$ cat src/rtl/systick_pkg.sv
package systick_pkg;
  localparam int CNT_W   = 24;
  localparam int DATA_W  = 32;
  localparam int ADDR_W  = 2;
  localparam int PRE_W   = 3;

  localparam int EN_BIT   = 0;
  localparam int IRQ_BIT  = 1;
  localparam int SRC_BIT  = 2;
  localparam int FLAG_BIT = 16;

  typedef enum logic [ADDR_W-1:0] {
    REG_CTRL    = 2'd0,
    REG_RELOAD  = 2'd1,
    REG_CURRENT = 2'd2,
    REG_NONE    = 2'd3
  } regSel_e;

  typedef struct packed {
    logic tick;
    logic clrCount;
    logic loadReload;
  } dpStrobe_t;
endpackage

$ cat src/rtl/tick_datapath.sv
module tick_datapath
  import systick_pkg::*;
#(
  parameter int CNT_WIDTH = CNT_W
) (
  input  logic                 clk,
  input  logic                 rstN,
  input  dpStrobe_t            strobe,
  input  logic [CNT_WIDTH-1:0] reloadIn,
  output logic [CNT_WIDTH-1:0] cntVal,
  output logic [CNT_WIDTH-1:0] reloadVal,
  output logic                 wrapNow
);
  localparam logic [CNT_WIDTH-1:0] ONE  = CNT_WIDTH'(1);
  localparam logic [CNT_WIDTH-1:0] ZERO = '0;

  logic [CNT_WIDTH-1:0] cntNext;

  assign wrapNow = strobe.tick && !strobe.clrCount && (cntVal == ONE);

  always_comb begin
    cntNext = cntVal;
    if (strobe.clrCount)         cntNext = ZERO;
    else if (strobe.tick) begin
      if (cntVal == ZERO)        cntNext = reloadVal;
      else                       cntNext = cntVal - ONE;
    end
  end

  always_ff @(posedge clk or negedge rstN) begin
    if (!rstN) begin
      cntVal    <= ZERO;
      reloadVal <= ZERO;
    end else begin
      cntVal <= cntNext;
      if (strobe.loadReload) reloadVal <= reloadIn;
    end
  end


  hold_when_idle_chk: assert property (@(posedge clk) disable iff (!rstN)
    (!strobe.tick && !strobe.clrCount) |=> $stable(cntVal));


  clear_count_chk: assert property (@(posedge clk) disable iff (!rstN)
    strobe.clrCount |=> (cntVal == ZERO));


  reload_on_zero_chk: assert property (@(posedge clk) disable iff (!rstN)
    (strobe.tick && !strobe.clrCount && cntVal == ZERO) |=> (cntVal == $past(reloadVal)));
endmodule

$ cat src/rtl/tick_ctrl.sv
module tick_ctrl
  import systick_pkg::*;
#(
  parameter int CNT_WIDTH  = CNT_W,
  parameter int DATA_WIDTH = DATA_W,
  parameter int PRE_WIDTH  = PRE_W
) (
  input  logic                  clk,
  input  logic                  rstN,
  input  logic                  busEn,
  input  logic                  busWr,
  input  logic [ADDR_W-1:0]     busAddr,
  input  logic [SRC_BIT:0]      ctrlBits,
  input  logic [CNT_WIDTH-1:0]  cntVal,
  input  logic [CNT_WIDTH-1:0]  reloadVal,
  input  logic                  wrapNow,
  output dpStrobe_t             strobe,
  output logic [DATA_WIDTH-1:0] busRdata,
  output logic                  irq
);
  localparam logic [PRE_WIDTH-1:0] PRE_LAST = '1;

  logic enBit, irqEnBit, srcFast, flag;
  logic [PRE_WIDTH-1:0] pre;
  logic wrCtrl, wrReload, wrCur, rdCtrl, srcChange, tickRaw;
  regSel_e sel;

  assign sel       = regSel_e'(busAddr);
  assign wrCtrl    = busEn && busWr && (sel == REG_CTRL);
  assign wrReload  = busEn && busWr && (sel == REG_RELOAD);
  assign wrCur     = busEn && busWr && (sel == REG_CURRENT);
  assign rdCtrl    = busEn && !busWr && (sel == REG_CTRL);
  assign srcChange = wrCtrl && (ctrlBits[SRC_BIT] != srcFast);
  assign tickRaw   = srcFast || (pre == PRE_LAST);

  assign strobe.tick       = enBit && tickRaw;
  assign strobe.clrCount   = wrCur;
  assign strobe.loadReload = wrReload;

  always_ff @(posedge clk or negedge rstN) begin
    if (!rstN) begin
      enBit    <= 1'b0;
      irqEnBit <= 1'b0;
      srcFast  <= 1'b0;
      pre      <= '0;
      flag     <= 1'b0;
      irq      <= 1'b0;
    end else begin
      if (wrCtrl) begin
        enBit    <= ctrlBits[EN_BIT];
        irqEnBit <= ctrlBits[IRQ_BIT];
        srcFast  <= ctrlBits[SRC_BIT];
      end
      if (srcChange) pre <= '0;
      else           pre <= pre + PRE_WIDTH'(1);
      if (wrapNow)              flag <= 1'b1;
      else if (wrCur || rdCtrl) flag <= 1'b0;
      irq <= wrapNow && irqEnBit;
    end
  end

  always_comb begin
    busRdata = '0;
    unique case (sel)
      REG_CTRL: begin
        busRdata[EN_BIT]   = enBit;
        busRdata[IRQ_BIT]  = irqEnBit;
        busRdata[SRC_BIT]  = srcFast;
        busRdata[FLAG_BIT] = flag;
      end
      REG_RELOAD:  busRdata[CNT_WIDTH-1:0] = reloadVal;
      REG_CURRENT: busRdata[CNT_WIDTH-1:0] = cntVal;
      default:     busRdata = '0;
    endcase
  end


  irq_with_flag_chk: assert property (@(posedge clk) disable iff (!rstN)
    irq |-> flag);


  irq_pulse_chk: assert property (@(posedge clk) disable iff (!rstN)
    irq |=> !irq);


  slow_tick_spacing_chk: assert property (@(posedge clk) disable iff (!rstN)
    (!srcFast && tickRaw && !srcChange) |=> !tickRaw);


  prescale_restart_chk: assert property (@(posedge clk) disable iff (!rstN)
    srcChange |=> (pre == '0));
endmodule

$ cat src/rtl/tick_timer.sv
module tick_timer
  import systick_pkg::*;
(
  input  logic              clk,
  input  logic              rstN,
  input  logic              busEn,
  input  logic              busWr,
  input  logic [ADDR_W-1:0] busAddr,
  input  logic [DATA_W-1:0] busWdata,
  output logic [DATA_W-1:0] busRdata,
  output logic              irq
);
  dpStrobe_t         strobe;
  logic [CNT_W-1:0]  cntVal, reloadVal;
  logic              wrapNow;
  logic              unusedWdata;

  assign unusedWdata = ^busWdata[DATA_W-1:CNT_W];

  tick_ctrl #(.CNT_WIDTH(CNT_W), .DATA_WIDTH(DATA_W), .PRE_WIDTH(PRE_W)) i_ctrl (
    .clk       (clk),
    .rstN      (rstN),
    .busEn     (busEn),
    .busWr     (busWr),
    .busAddr   (busAddr),
    .ctrlBits  (busWdata[SRC_BIT:0]),
    .cntVal    (cntVal),
    .reloadVal (reloadVal),
    .wrapNow   (wrapNow),
    .strobe    (strobe),
    .busRdata  (busRdata),
    .irq       (irq)
  );

  tick_datapath #(.CNT_WIDTH(CNT_W)) i_datapath (
    .clk       (clk),
    .rstN      (rstN),
    .strobe    (strobe),
    .reloadIn  (busWdata[CNT_W-1:0]),
    .cntVal    (cntVal),
    .reloadVal (reloadVal),
    .wrapNow   (wrapNow)
  );
endmodule

$ cat config.mk
export PLATFORM = sky130hd
export DESIGN_NAME = tick_timer
export DESIGN_NICKNAME = d
export VERILOG_FILES = /design/src/rtl/systick_pkg.sv /design/src/rtl/tick_datapath.sv /design/src/rtl/tick_ctrl.sv /design/src/rtl/tick_timer.sv
export SDC_FILE = /design/constraint.sdc
export NUM_CORES = 1
export LEC_CHECK = 0
export ABC_CLOCK_PERIOD_IN_PS = 2800
export BUFFER_PORTS_ARGS = -buffer_cell sky130_fd_sc_hd__buf_2
export CAP_MARGIN = 20
export CELL_PAD_IN_SITES_DETAIL_PLACEMENT = 1
export CELL_PAD_IN_SITES_GLOBAL_PLACEMENT = 2
export CORE_UTILIZATION = 35
export DETAILED_ROUTE_END_ITERATION = 16
export PLACE_DENSITY_LB_ADDON = 0.1
export SYNTH_ARGS = -nofsm -noshare
export SYNTH_HDL_FRONTEND = slang
export SYNTH_SLANG_ARGS = --single-unit
$ cat constraint.sdc
create_clock -name clk -period 2.8 [get_ports clk]
set_clock_uncertainty 0.15 [all_clocks]
set_input_delay 0 -clock clk [delete_from_list [all_inputs] [get_ports clk]]
set_output_delay 0 -clock clk [all_outputs]
set_load 0.005 [all_outputs]
* After elaboration in Yosys (flattened, before gate mapping)
Index checks and enable logic that the tools add are counted.
Word-level totals: flip-flop bits (word level) 56, input bits 38, output and inout bits 33, word-level logic and storage cells 44
Operators by class: add/sub/neg operators 2, equality and inequality tests 5, mux-type cells 10, reduce and logical (&&, ||, !) cells 19
Operator list (number):
- two-way mux 24 bit | 3
- one-hot mux 13 bit (2 select lines) | 1
- == test 24 x 1 -> 1 bit (second input constant) | 1
- zero test 24 bit | 1
- subtractor 24 x 1 -> 24 bit (second input constant) | 1
- one-hot mux 7 bit (2 select lines) | 1
- logical AND 1 bit | 11
- one-hot mux 3 bit (3 select lines) | 1
- nonzero test 2 bit | 2
- adder 3 x 1 -> 3 bit (second input constant) | 1
- == test 3 bit (second input constant) | 1
- two-way mux 3 bit | 1
- one-hot mux 1 bit (3 select lines) | 1
- == test 2 x 1 -> 1 bit (second input constant) | 1
- == test 2 bit (second input constant) | 1
- zero test 1 bit | 2
- zero test 2 bit | 1
- logical OR 1 bit | 2
- two-way mux 1 bit | 2
- inequality test 1 bit | 1

* Longest topological paths before layout
Gate-level depths: netlist of the first run.
depth after elaboration 6, depth in mapped cells 9

* Cells and area by module
Synthesis of the first run repeated with hierarchy kept, for this count alone.
Second synthesis, totals: cells, all modules 365, area, all modules 3583.4 um2
By module, submodules not included:
- tick_datapath | times used 1, cells an instance 264, area each 2673.8 um2, sequential area each 1201.2 um2
- tick_ctrl | times used 1, cells an instance 101, area each 909.6 um2, sequential area each 200.2 um2

* Worst setup path before layout of the first run
OpenSTA, ideal clock, no wires.
kind register to register, from register i_datapath.cntVal[0], to register i_datapath.cntVal[5], arrival time 1.754 ns, required time 2.520 ns, path slack 0.766 ns, stages on the path, launching flop included 9, buffers on the path 1, period minus slack after synthesis 2.034 ns, cell sequence dfrtp_1 -> inv_1 -> ha_1 -> nor3b_1 -> and2_1 -> nor3b_4 -> buf_6 -> mux2i_1 -> o221ai_2
Between the ends: word-level cells in the longest chain between the ends 4, elaborated cells between the ends (all ways) 5
RTL lines:
- from (decl) | RTL line tick_datapath.sv:10 | output logic [CNT_WIDTH-1:0] cntVal,
- from (signal assigned) | RTL line tick_datapath.sv:35 | cntVal <= cntNext;
- subtractor 24 x 1 -> 24 bit or zero test 24 bit (tied branches) | RTL line tick_datapath.sv:26, tick_datapath.sv:25
- two-way mux 24 bit * | RTL line tick_datapath.sv:25 | if (cntVal == ZERO) cntNext = reloadVal;
- two-way mux 24 bit * | RTL line tick_datapath.sv:24 | else if (strobe.tick) begin
- two-way mux 24 bit * | RTL line tick_datapath.sv:23 | if (strobe.clrCount) cntNext = ZERO;
Every way passes the cells marked *; elsewhere a longest branch is shown, timed or not. The select of a mux whose other input is x is not followed. A chain may end at the register's enable or synchronous reset.

* Worst setup path in the final report of the first run
from register i_datapath.cntVal[0], to register i_datapath.cntVal[8]
Same word-level chain as after synthesis.

==> results of run 1 <==
[worst paths after layout]
path,from,to,slack (ps),cells after the start
min in group clk,busWr,i_ctrl.flag,50,4
setup / recovery,i_datapath.cntVal[0],i_datapath.cntVal[8],440,8
setup reg to reg,i_datapath.cntVal[0],i_datapath.cntVal[8],440,8
hold / removal,rstN,i_datapath.reloadVal[15],40,2
max in group asynchronous,rstN,i_datapath.cntVal[14],1940,3
hold reg to reg,i_ctrl.pre[0],i_ctrl.pre[0],290,1
[flip-flops by register name, summed over array words and instances, names as in the netlist]
signal                cells
i_ctrl.enBit              1
i_ctrl.flag               1
i_ctrl.irq                1
i_ctrl.irqEnBit           1
i_ctrl.pre                3
i_ctrl.srcFast            1
i_datapath.cntVal        24
i_datapath.reloadVal     24
[report_power, final]
group          internal (uW)  total (uW)  switching [uW]
sequential              1050        1370             318
combinational            778        1780            1000
clock                    179         470             291
total                   2010        3620            1610
[kinds of logic after synthesis]
logic type	count (synthesis)	synth area share [%]
muxes	45	13.9
xor gates and xnor gates	1	0.251
buffers and inverters	37	6.12
other	1	0.107
adders and majority gates	9	3.22
DFF	56	40.1
and+or+nand+nor	115	20.5
AOI/OAI and AO/OA	74	15.8
[stage by stage]
stage | total power (uW) | setup slack (ps) | area (um2)
3_3_place_gp | 3100 | 467 | 3890
5_1_grt | 3930 | 184 | 4260
4_1_cts | 3660 | 403 | 4240
2_1_floorplan | 2670 | 766 | 3520
3_5_place_dp | 3140 | 439 | 3890
6_report | 3620 | 436 | 4260
[final cells by class]
cell class	instances	area (um2)	area share [%]
repair buffers	98	678	15.9
clock inverters	2	16.3	0.382
multi-input cells	252	1900	44.7
well taps	133	166	3.90
flip-flops and latches	56	1400	32.9
inverters	6	22.5	0.528
clock buffers	6	72.6	1.70
[cell usage in the layout, fill, tap and decap left out, types with 3 or more instances in the layout]
| master | instances |
|---|---|
| a222oi_1 | 4 |
| a22oi_1 | 21 |
| buf_2 | 54 |
| buf_4 | 17 |
| clkbuf_8 | 5 |
| conb_1 | 8 |
| dfrtp_1 | 56 |
| dlygate4sd3_1 | 26 |
| ha_1 | 9 |
| inv_1 | 6 |
| mux2_2 | 28 |
| mux2i_1 | 17 |
| nand2_1 | 16 |
| nand3_1 | 9 |
| nor2_1 | 19 |
| nor2b_1 | 23 |
| nor3_1 | 12 |
| nor3_4 | 5 |
| nor3b_1 | 4 |
| nor4_1 | 8 |
| o21ai_0 | 11 |
| o21ai_1 | 4 |
| o22ai_1 | 8 |
| o2bb2ai_1 | 7 |
| o31ai_1 | 3 |
| o41ai_1 | 3 |
| or3_1 | 4 |
[critical path: stages (launching register included)]
cell      delay [ps]
dfrtp_1          470
inv_1            160
ha_1             200
nor3b_1          250
and2_1           210
nor3b_4          230
buf_4            230
mux2i_1          240
o221ai_2         110
[layer usage]
metal / share of wire [%] / routed length (um) / up-vias
met2: 47 / 4650 / 48
met5: 0 / 0 / -
met1: 49 / 4860 / 1488
met3: 2.6 / 255 / 9
li1: - / - / 1406
met4: 1.1 / 111 / 0
==> summary.md, run 1 <==
| Metric | Value |
|---|---|
| Die W | `102 um` |
| Lkg Pwr | `about 0.0018 uW` |
| Die H | `102 um` |
| Post-synth top area share | `40.1%` |
| DRT iter0 DRCs | `96` |
| Routed WL | `9880 um` |
| Synth warn | `0` |
| Fin cells | `553` |
| CTS root buffer | `clkbuf_8` |
| Max_slew headroom | `58.1%` |
| Minimum hold slack | `37.5 ps` |
| Post-Syn Instances | `338` |
| Synth Flop Type | `dfrtp_1` |
| Pins over their slew limit | `0` |
| # hold bufs at CTS | `26` |
| Final Hold Viols | `0` |
| Worst skew pair latency | `320 ps` |
| Initial antenna violation count | `0` |
| First-pass GRT wire length | `16300 um` |
| Data required, critical path | `2850 ps` |
| Die area | `roughly 10000 um2` |
| RSZ-0062 raised after global routing | `false` |
| First-pass DRT Iterations | `4` |
| Inst Count DP | `518` |
| GR Layer Usage met3 | `under 10%` |
| Met2 Track Usage GR | `34.4%` |
| Setup TNS Final | `0 ps` |
| Final setup fails | `0` |
| Io pins | `just over 70` |
| Yosys reg bits | `between 50 and 60` |
| Gr busiest metal | `met2` |
| Netlist cell types | `51` |
| H-tree levels | `2` |
| Final ANT Viol Nets | `0` |
| Fin crit share | `84.4%` |
| # clock sinks | `56` |
| Buffers on Ports | `54` |
| Post-Syn Area per Cell | `roughly 10 um2` |
| Num rows | `36` |
| GP Congestion | `0.796` |
| Cell Area, Synth | `3490 um2` |
| GRT met1 Usage | `~28%` |
| Top post-synthesis cells by count | `dfrtp_1 (56), mux2_2 (28), nor2b_1 (23), a22oi_1 (21), nor2_1 (19)` |
| VDD IR max | `between 0.2 and 0.3 mV` |
| GRT Total Usage | `20.5%` |
| Setup bufs post-CTS | `0` |
| Area of the core | `9730 um2` |
| Vias in the first global route | `3082` |
| Synth top area cells | `dfrtp_1 (40%), mux2_2 (9.0%), mux2i_1 (4.9%)` |
| EDFF count, synth | `0` |
| Starting Density | `35.9%` |
| Vias per inst | `5.34` |
| Fmax | `0.423 GHz` |
| Power Density | `roughly 850 nW/um2` |
| Antenna Cells | `0` |
| Routed wire per std cell | `between 15 and 20 um` |
| Worst-case clock buffer depth | `2` |
| Seq/Total Area, Yosys | `40.1%` |
| Min-Delay Path Class | `in -> async` |
| CTS Buf Count | `5` |
| Final Util | `approximately 44%` |
| Worst-Margin Slew | `about 630 ps` |
| Crit path launch type | `register` |
| Area leader, netlist | `dfrtp_1` |
| CTS resizes | `0` |
| Crit path max fanout | `8` |
| Async S/R FF share, synth | `100%` |
| CTS tree | `built` |
| WP data arrival | `2420 ps` |
| Fillers | `1136` |
| Final min period | `2360 ps` |
| Element type at the critical path end | `register` |
| Largest net degree at the start of global routing | `44` |
| GRT overflow | `0` |
| Maxcap violations | `0` |
| Clock slew seen by the registers of the worst setup and hold paths | `110 ps` |
| Outcome | `completed` |
| Crit path kind | `reg -> reg` |
| Area growth syn-to-layout | `22.0%` |
| Layout cell share with drive strength beyond 1 | `a little under 30%` |
| Top-count cell post-synth | `dfrtp_1` |
| Layout Nets | `466` |
| DRC Markers | `0` |
| Post-DP HPWL | `6780 um` |
| Via count | `2951` |
No activity file was read; power rests on OpenSTA's default activity.
==> inputs of run 2 (changes only) <==
Settings changed: ABC_CLOCK_PERIOD_IN_PS 2800 to 2300.
Clock period 2.8 ns to 2.3 ns, I/O delays scaled along.
==> summary.md, run 2 (synthesis gave the netlist of run 1 again) <==
| Metric | Value |
|---|---|
| Psw | `2000 uW (+24%)` |
| Minimum hold slack | `62.7 ps (+25.2 ps)` |
| Final ANT Viol Nets | `0 (unchanged)` |
| Final Hold Viols | `0 (unchanged)` |
| GRT Total Usage | `20.7% (+0.16 points)` |
| Vias per inst | `5.27 (-1.3%)` |
| First-pass DRT Iterations | `6 (+2)` |
| Flop-to-flop setup slack | `210 ps (-230 ps)` |
| CP peak stage delay | `380 ps (-90 ps)` |
| Logic pwr share | `53.4% (+4.2 points)` |
| Final instance area | `4410 um2 (+3.6%)` |
| Routed WL | `10000 um (+1.2%)` |
| Worst hold start | `busWr` |
| Setup TNS Final | `0 ps (unchanged)` |
| Die H | `102 um (unchanged)` |
| Worst flop-to-flop path endpoint | `i_datapath.cntVal[8]` |
| Post-DP HPWL | `7130 um (+5.1%)` |
| WP data arrival | `2130 ps (-290 ps)` |
| Data required, critical path | `2340 ps (-510 ps)` |
| Most frequent cells in the layout | `dfrtp_1 (56), buf_2 (54), buf_4 (34), mux2_2 (28), dlygate4sd3_1 (26)` |
| Area of the core | `9730 um2 (unchanged)` |
| Die W | `102 um (unchanged)` |
| Final setup fails | `0 (unchanged)` |
| VDD IR max | `0.419 mV (+59%)` |
| Worst path top cell family by delay | `simple AND/OR/NAND/NOR gates` |
| Crit path kind | `reg -> reg` |
| CTS root buffer | `clkbuf_8` |
| Largest registers | `i_datapath.cntVal (24), i_datapath.reloadVal (24), i_ctrl.pre (3)` |
| # clock sinks | `56 (unchanged)` |
| Seq pwr share | `34.1% (-3.7 points)` |
| Fin crit share | `90.9% (+6.4 points)` |
| Die area | `10400 um2 (unchanged)` |
| Outcome | `completed` |
| Net Sw Frac | `42.7% (-1.9 points)` |
| Final setup margin | `210 ps (-226 ps)` |
| DRT iter0 DRCs | `77 (-20%)` |
| CTS tree | `built` |
| Maxcap violations | `0 (unchanged)` |
| Lkg Pwr | `0.00190 uW (+5.5%)` |
| Clock network power share | `12.5% (-0.5 points)` |
| Slowest cell on crit path | `dfrtp_1` |
| Vias in the first global route | `3201 (+3.9%)` |
| Min-Delay Path Class | `in -> reg` |
| Buffers on Ports | `54 (unchanged)` |
| H-tree levels | `2 (unchanged)` |
| Max_slew headroom | `56.8% (-1.3 points)` |
| Worst path bufs/invs | `2 (unchanged)` |
| Antenna Cells | `0 (unchanged)` |
| RR Startpoint | `i_datapath.cntVal[0]` |
| Routed wire per std cell | `17.5 um (-1.8%)` |
| Crit path max fanout | `12 (+4)` |
| Num rows | `36 (unchanged)` |
| Area growth syn-to-layout | `26.3%` |
| GRT overflow | `0 (unchanged)` |
| Starting Density | `35.9% (unchanged)` |
| Clock slew seen by the registers of the worst setup and hold paths | `100 ps (about the same)` |
| Crit path launch type | `register` |
| Worst-case clock buffer depth | `2 (unchanged)` |
| Layout Nets | `484 (+3.9%)` |
| Dpl ws | `75.3 ps (-364 ps)` |
| DRC Markers | `0 (unchanged)` |
| Largest net degree at the start of global routing | `33 (-25%)` |
| Hold Path Depth | `4` |
| Worst skew pair latency | `310 ps (about the same)` |
| Setup bufs post-CTS | `0 (unchanged)` |
| Io pins | `71 (unchanged)` |
| Layout cell share with drive strength beyond 1 | `32.5% (+3.2 points)` |
| Internal | `2690 uW (+34%)` |
| Hold Crit Endpoint | `i_ctrl.flag` |
| Final min period | `2090 ps (-274 ps)` |
| Fmax | `0.478 GHz (+13%)` |
| Worst-Margin Slew | `648 ps (+18.8 ps)` |
| Element type at the critical path end | `register` |
| Initial antenna violation count | `0 (unchanged)` |
| Commonest non-fill, non-tap cell in the layout | `dfrtp_1` |
| Via count | `3002 (+1.7%)` |
| R2R cell count | `8 (unchanged)` |
| Total power | `4690 uW (+30%)` |
| First-pass GRT wire length | `16500 um (+1.4%)` |
| Pins over their slew limit | `0 (unchanged)` |
| Power Density | `1060 nW/um2 (+25%)` |
| Placed cell area | `4050 um2 (+4.0%)` |
| Worst path cell trace | `inv_1 > ha_1 > nor3b_2 > and2_1 > nor3b_4 > buf_6 > mux2i_1 > o221ai_2` |
| GP Congestion | `0.831 (+4.3%)` |
| CTS Buf Count | `5 (unchanged)` |
run 2: changes by cell type in the layout (fill, tap and decap cells not counted), sizes merged:
cell	before	now
buf	72	90
clkbuf	6	7
clkinv	1	0
clkinvlp	1	0
run 2: timing repair:
action	in CTS	in global routing
hold buffers	26	0
hold endpoints to repair	72	0
resized for setup	0	2
setup endpoints to repair	0	15
run 2: worst max-delay path by stage:
stage                               startpoint                    to  slack (ps)  cells after the start
final                     i_datapath.cntVal[0]  i_datapath.cntVal[8]         210                      8
after CTS                 i_datapath.cntVal[0]  i_datapath.cntVal[8]          20                      8
after floorplan           i_datapath.cntVal[0]  i_datapath.cntVal[5]         270                      8
after global placement    i_datapath.cntVal[0]  i_datapath.cntVal[8]         190                      8
after global routing      i_datapath.cntVal[0]  i_datapath.cntVal[3]          -4                      8
after detailed placement  i_datapath.cntVal[0]  i_datapath.cntVal[8]          80                      8
run 2: area by class of cell:
type                            instances  area (um2)
Inverter                                6        22.5
Fill cell                            1113        5320
Sequential cell                        56        1400
Multi-Input combinational cell        252        1910
Clock buffer                            7        96.3
Tap cell                              133         166
Timing Repair Buffer                  116         817
run 2: worst min-delay path: stages:
cell and delay, ps:
buf_2 120, mux2_2 160, nand2_1 50, a22o_1 160
run 2: through the flow:
step                utilization (%)  instances
floorplan                         -        345
global placement               41.6        537
detailed placement             41.6        537
CTS                            45.3        570
global route                   45.4        570
finish                         45.4        570
run 2: power by group through the flow:
| stage | Clock, uW | Combinational [uW] | Sequential [uW] |
|---|---|---|---|
| 2_1_floorplan | 0 | 1710 | 1540 |
| 3_3_place_gp | 0 | 2400 | 1610 |
| 3_5_place_dp | 0 | 2460 | 1620 |
| 4_1_cts | 609 | 2510 | 1600 |
| 5_1_grt | 640 | 2770 | 1650 |
| 6_report | 585 | 2510 | 1600 |
run 2: metal layers:
metal	wire length (um)	track usage [%]
met2	4800	35.8
met1	4900	28.1
met5	0	0
met4	66	3.63
met3	232	2.46
==> inputs of run 3 (changes only) <==
Settings changed: ABC_AREA set to 1, CORE_UTILIZATION 35 to 31.
==> summary.md, run 3 <==
| Metric | Value |
|---|---|
| Power Density | `1080 nW/um2 (+2.0%)` |
| Crit path launch type | `register` |
| # clock sinks | `56 (unchanged)` |
| Sequential cell area | `1400 um2 (unchanged)` |
| Maxcap violations | `0 (unchanged)` |
| Cell Area, Synth | `3800 um2 (+8.7%)` |
| Area leader, netlist | `dfrtp_1` |
| Area growth syn-to-layout | `23.1%` |
| Final ANT Viol Nets | `0 (unchanged)` |
| Final setup fails | `0 (unchanged)` |
| Top post-synthesis cells by count | `nand2_1 (185), inv_1 (64), nor2_1 (57), dfrtp_1 (56), a21oi_1 (41)` |
| Synth Flop Type | `dfrtp_1` |
| DRT iter0 DRCs | `146 (+90%)` |
| Vias per inst | `4.68 (-11%)` |
| Final setup margin | `266 ps (+55.8 ps)` |
| Vias in the first global route | `3784 (+18%)` |
| First-pass DRT Iterations | `4 (-2)` |
| Seq/Total Area, Yosys | `36.9% (-3.2 points)` |
| Worst path cell trace | `ha_1 > ha_1 > o21a_1 > nand2_1 > clkinvlp_4 > buf_4 > nand2_1 > o21ai_0` |
| CTS Buf Count | `5 (unchanged)` |
| Internal | `2740 uW (+1.8%)` |
| CTS root buffer | `clkbuf_16` |
| Die area | `12700 um2 (+22%)` |
| Die H | `113 um (+11%)` |
| Routed WL | `12400 um (+24%)` |
| Net Sw Frac | `46.0% (+3.3 points)` |
| Layout Nets | `676 (+40%)` |
| Clock slew seen by the registers of the worst setup and hold paths | `70 ps (-30 ps)` |
| Worst path top cell family by delay | `flip-flops` |
| Fmax | `0.492 GHz (+2.7%)` |
| Netlist cell types | `31 (-39%)` |
| Min-Delay Path Class | `in -> reg` |
| Final Util | `39.1% (-6.3 points)` |
| RSZ-0062 raised after global routing | `false` |
| Logic pwr share | `49.3% (-4.1 points)` |
| Outcome | `completed` |
| Pins over their slew limit | `0 (unchanged)` |
| Crit path max fanout | `8 (-4)` |
| CTS tree | `built` |
| Total power | `5070 uW (+8.0%)` |
| Area of the core | `12000 um2 (+23%)` |
| Final min period | `2030 ps (-55.8 ps)` |
| Io pins | `71 (unchanged)` |
| Starting Density | `31.7% (-4.2 points)` |
| Fin cells | `776 (+36%)` |
| Via count | `3634 (+21%)` |
| Element type at the critical path end | `register` |
| DRC Markers | `0 (unchanged)` |
| Layout cell share with drive strength beyond 1 | `18.1% (-14 points)` |
| GP Congestion | `0.775 (-6.7%)` |
| Buffers on Ports | `54 (unchanged)` |
| Worst path bufs/invs | `2 (unchanged)` |
| Commonest non-fill, non-tap cell in the layout | `nand2_1` |
| WP data arrival | `2060 ps (-70 ps)` |
| Seq pwr share | `30.9% (-3.2 points)` |
| Largest net degree at the start of global routing | `57 (+73%)` |
| Flop-to-flop setup slack | `270 ps (+60 ps)` |
| Crit path kind | `reg -> reg` |
| Data required, critical path | `2330 ps (about the same)` |
| Most frequent cells in the layout | `nand2_1 (185), inv_1 (63), nor2_1 (57), dfrtp_1 (56), buf_2 (54)` |
| Setup TNS Final | `0 ps (unchanged)` |
| Routed wire per std cell | `15.9 um (-9.2%)` |
| EDFF count, synth | `0 (unchanged)` |
| Synth warn | `0 (unchanged)` |
| Fin crit share | `88.4% (-2.4 points)` |
| Initial antenna violation count | `0 (unchanged)` |
| GRT overflow | `0 (unchanged)` |
| Num rows | `40 (+11%)` |
| Post-Syn Area per Cell | `6.88 um2 (-33%)` |
| Worst-Margin Slew | `817 ps (+169 ps)` |
| Lkg Pwr | `0.00247 uW (+30%)` |
| Fillers | `1523 (+37%)` |
| Die W | `113 um (+11%)` |
| H-tree levels | `2 (unchanged)` |
| Post-DP HPWL | `8910 um (+25%)` |
| Yosys reg bits | `56 (unchanged)` |
| Inst Count DP | `740 (+38%)` |
| Psw | `2330 uW (+16%)` |
| Slowest cell on crit path | `dfrtp_1` |
| CP peak stage delay | `380 ps (about the same)` |
| Worst skew pair latency | `310 ps (about the same)` |
| Final Hold Viols | `0 (unchanged)` |
| Max_slew headroom | `45.6% (-11 points)` |
| VDD IR max | `0.310 mV (-26%)` |
| Synth top area cells | `dfrtp_1 (37%), nand2_1 (18%), inv_1 (6.3%)` |
| Async S/R FF share, synth | `100% (unchanged)` |
| GRT Total Usage | `20.9% (+0.25 points)` |
| Antenna Cells | `0 (unchanged)` |
| Largest registers | `i_datapath.cntVal (24), i_datapath.reloadVal (24), i_ctrl.pre (3)` |
| Post-Syn Instances | `552 (+63%)` |
| Hold Path Depth | `5 (+1)` |
| Area of the multi-input gates | `2000 um2 (+4.9%)` |
| Post-synth top area share | `36.9% (-3.2 points)` |
| R2R cell count | `8 (unchanged)` |
| Clock network power share | `19.7% (+7.2 points)` |
| First-pass GRT wire length | `20300 um (+23%)` |
| Dpl ws | `190 ps (+114 ps)` |
| Top-count cell post-synth | `nand2_1` |
| Worst-case clock buffer depth | `2 (unchanged)` |
| Logic depth of the worst path, buffers included | `8 (unchanged)` |
run 3: cell count changes after synthesis, sizes merged, moves of 8 or more:
cell / delta
nand2: +182
inv: +58
nor3: -16
mux2: -28
nor4: -9
nor2: +48
mux2i: -17
a22oi: -21
nor2b: -23
o22ai: -8
a21oi: +49
nand3: +32
run 3: power groups by stage:
stage	Clock [uW]	Combinational, uW	Sequential, uW
CTS	1040	2540	1570
global placement	0	2410	1570
detailed placement	0	2490	1590
finish	1000	2500	1570
global route	1060	2880	1610
floorplan	0	1890	1480
run 3: stage by stage:
| stage | hold WS (ps) | instance area [um2] |
|---|---|---|
| 2_1_floorplan | -446 | 3820 |
| 3_3_place_gp | 87.8 | 4200 |
| 3_5_place_dp | 76.8 | 4200 |
| 4_1_cts | 96.7 | 4650 |
| 5_1_grt | 159 | 4670 |
| 6_report | 99.8 | 4670 |
run 3: what timing repair did:
item,in CTS,in global routing
resized for setup,0,1
setup endpoints to repair,0,1
endpoints found under the hold margin,87,0
hold buffers,27,0
setup buffers,0,2
run 3: cells by family (layout without fill, tap and decap cells):
group           Yosys count  in the layout  synth area share [%]
simple gates            321            321                  37.6
buf+inv                  94            164                  11.3
compound gates           65             65                  9.72
flops                    56             56                  36.9
fa+ha+maj                 9              9                  2.97
xor+xnor                  6              6                  1.38
other cells               1              8                0.0988
run 3: cell type report:
cell class                      instances  area share [%]
Tap cell                              147            3.94
Inverter                               64            5.22
Clock inverter                          2            1.29
Clock buffer                            5            2.68
Sequential cell                        56            30.0
Multi-Input combinational cell        409            42.9
Timing Repair Buffer                   93            14.0
run 3: metal layers:
metal / global-route usage, % / vias to the layer above / share of wire [%]
li1: - / 1852 / -
met1: 30.6 / 1726 / 52
met2: 32.6 / 50 / 44
met3: 3.24 / 6 / 3.5
met4: 4.00 / 0 / 0.83
met5: 0 / - / 0
run 3: path summary, 6_finish.rpt:
kind                                         to           from
max in group asynchronous  i_datapath.cntVal[4]           rstN
setup reg to reg           i_datapath.cntVal[5]  i_ctrl.pre[0]
min in group asynchronous  i_datapath.cntVal[2]           rstN
hold reg to reg                   i_ctrl.pre[0]  i_ctrl.pre[0]
hold / removal                      i_ctrl.flag     busAddr[1]
setup / recovery           i_datapath.cntVal[5]  i_ctrl.pre[0]
run 3: worst min-delay path, cell delays in order:
cell      delay [ps]
buf_2            100
ha_1             170
nand3_1          100
o211ai_1          90
nand2_1           50
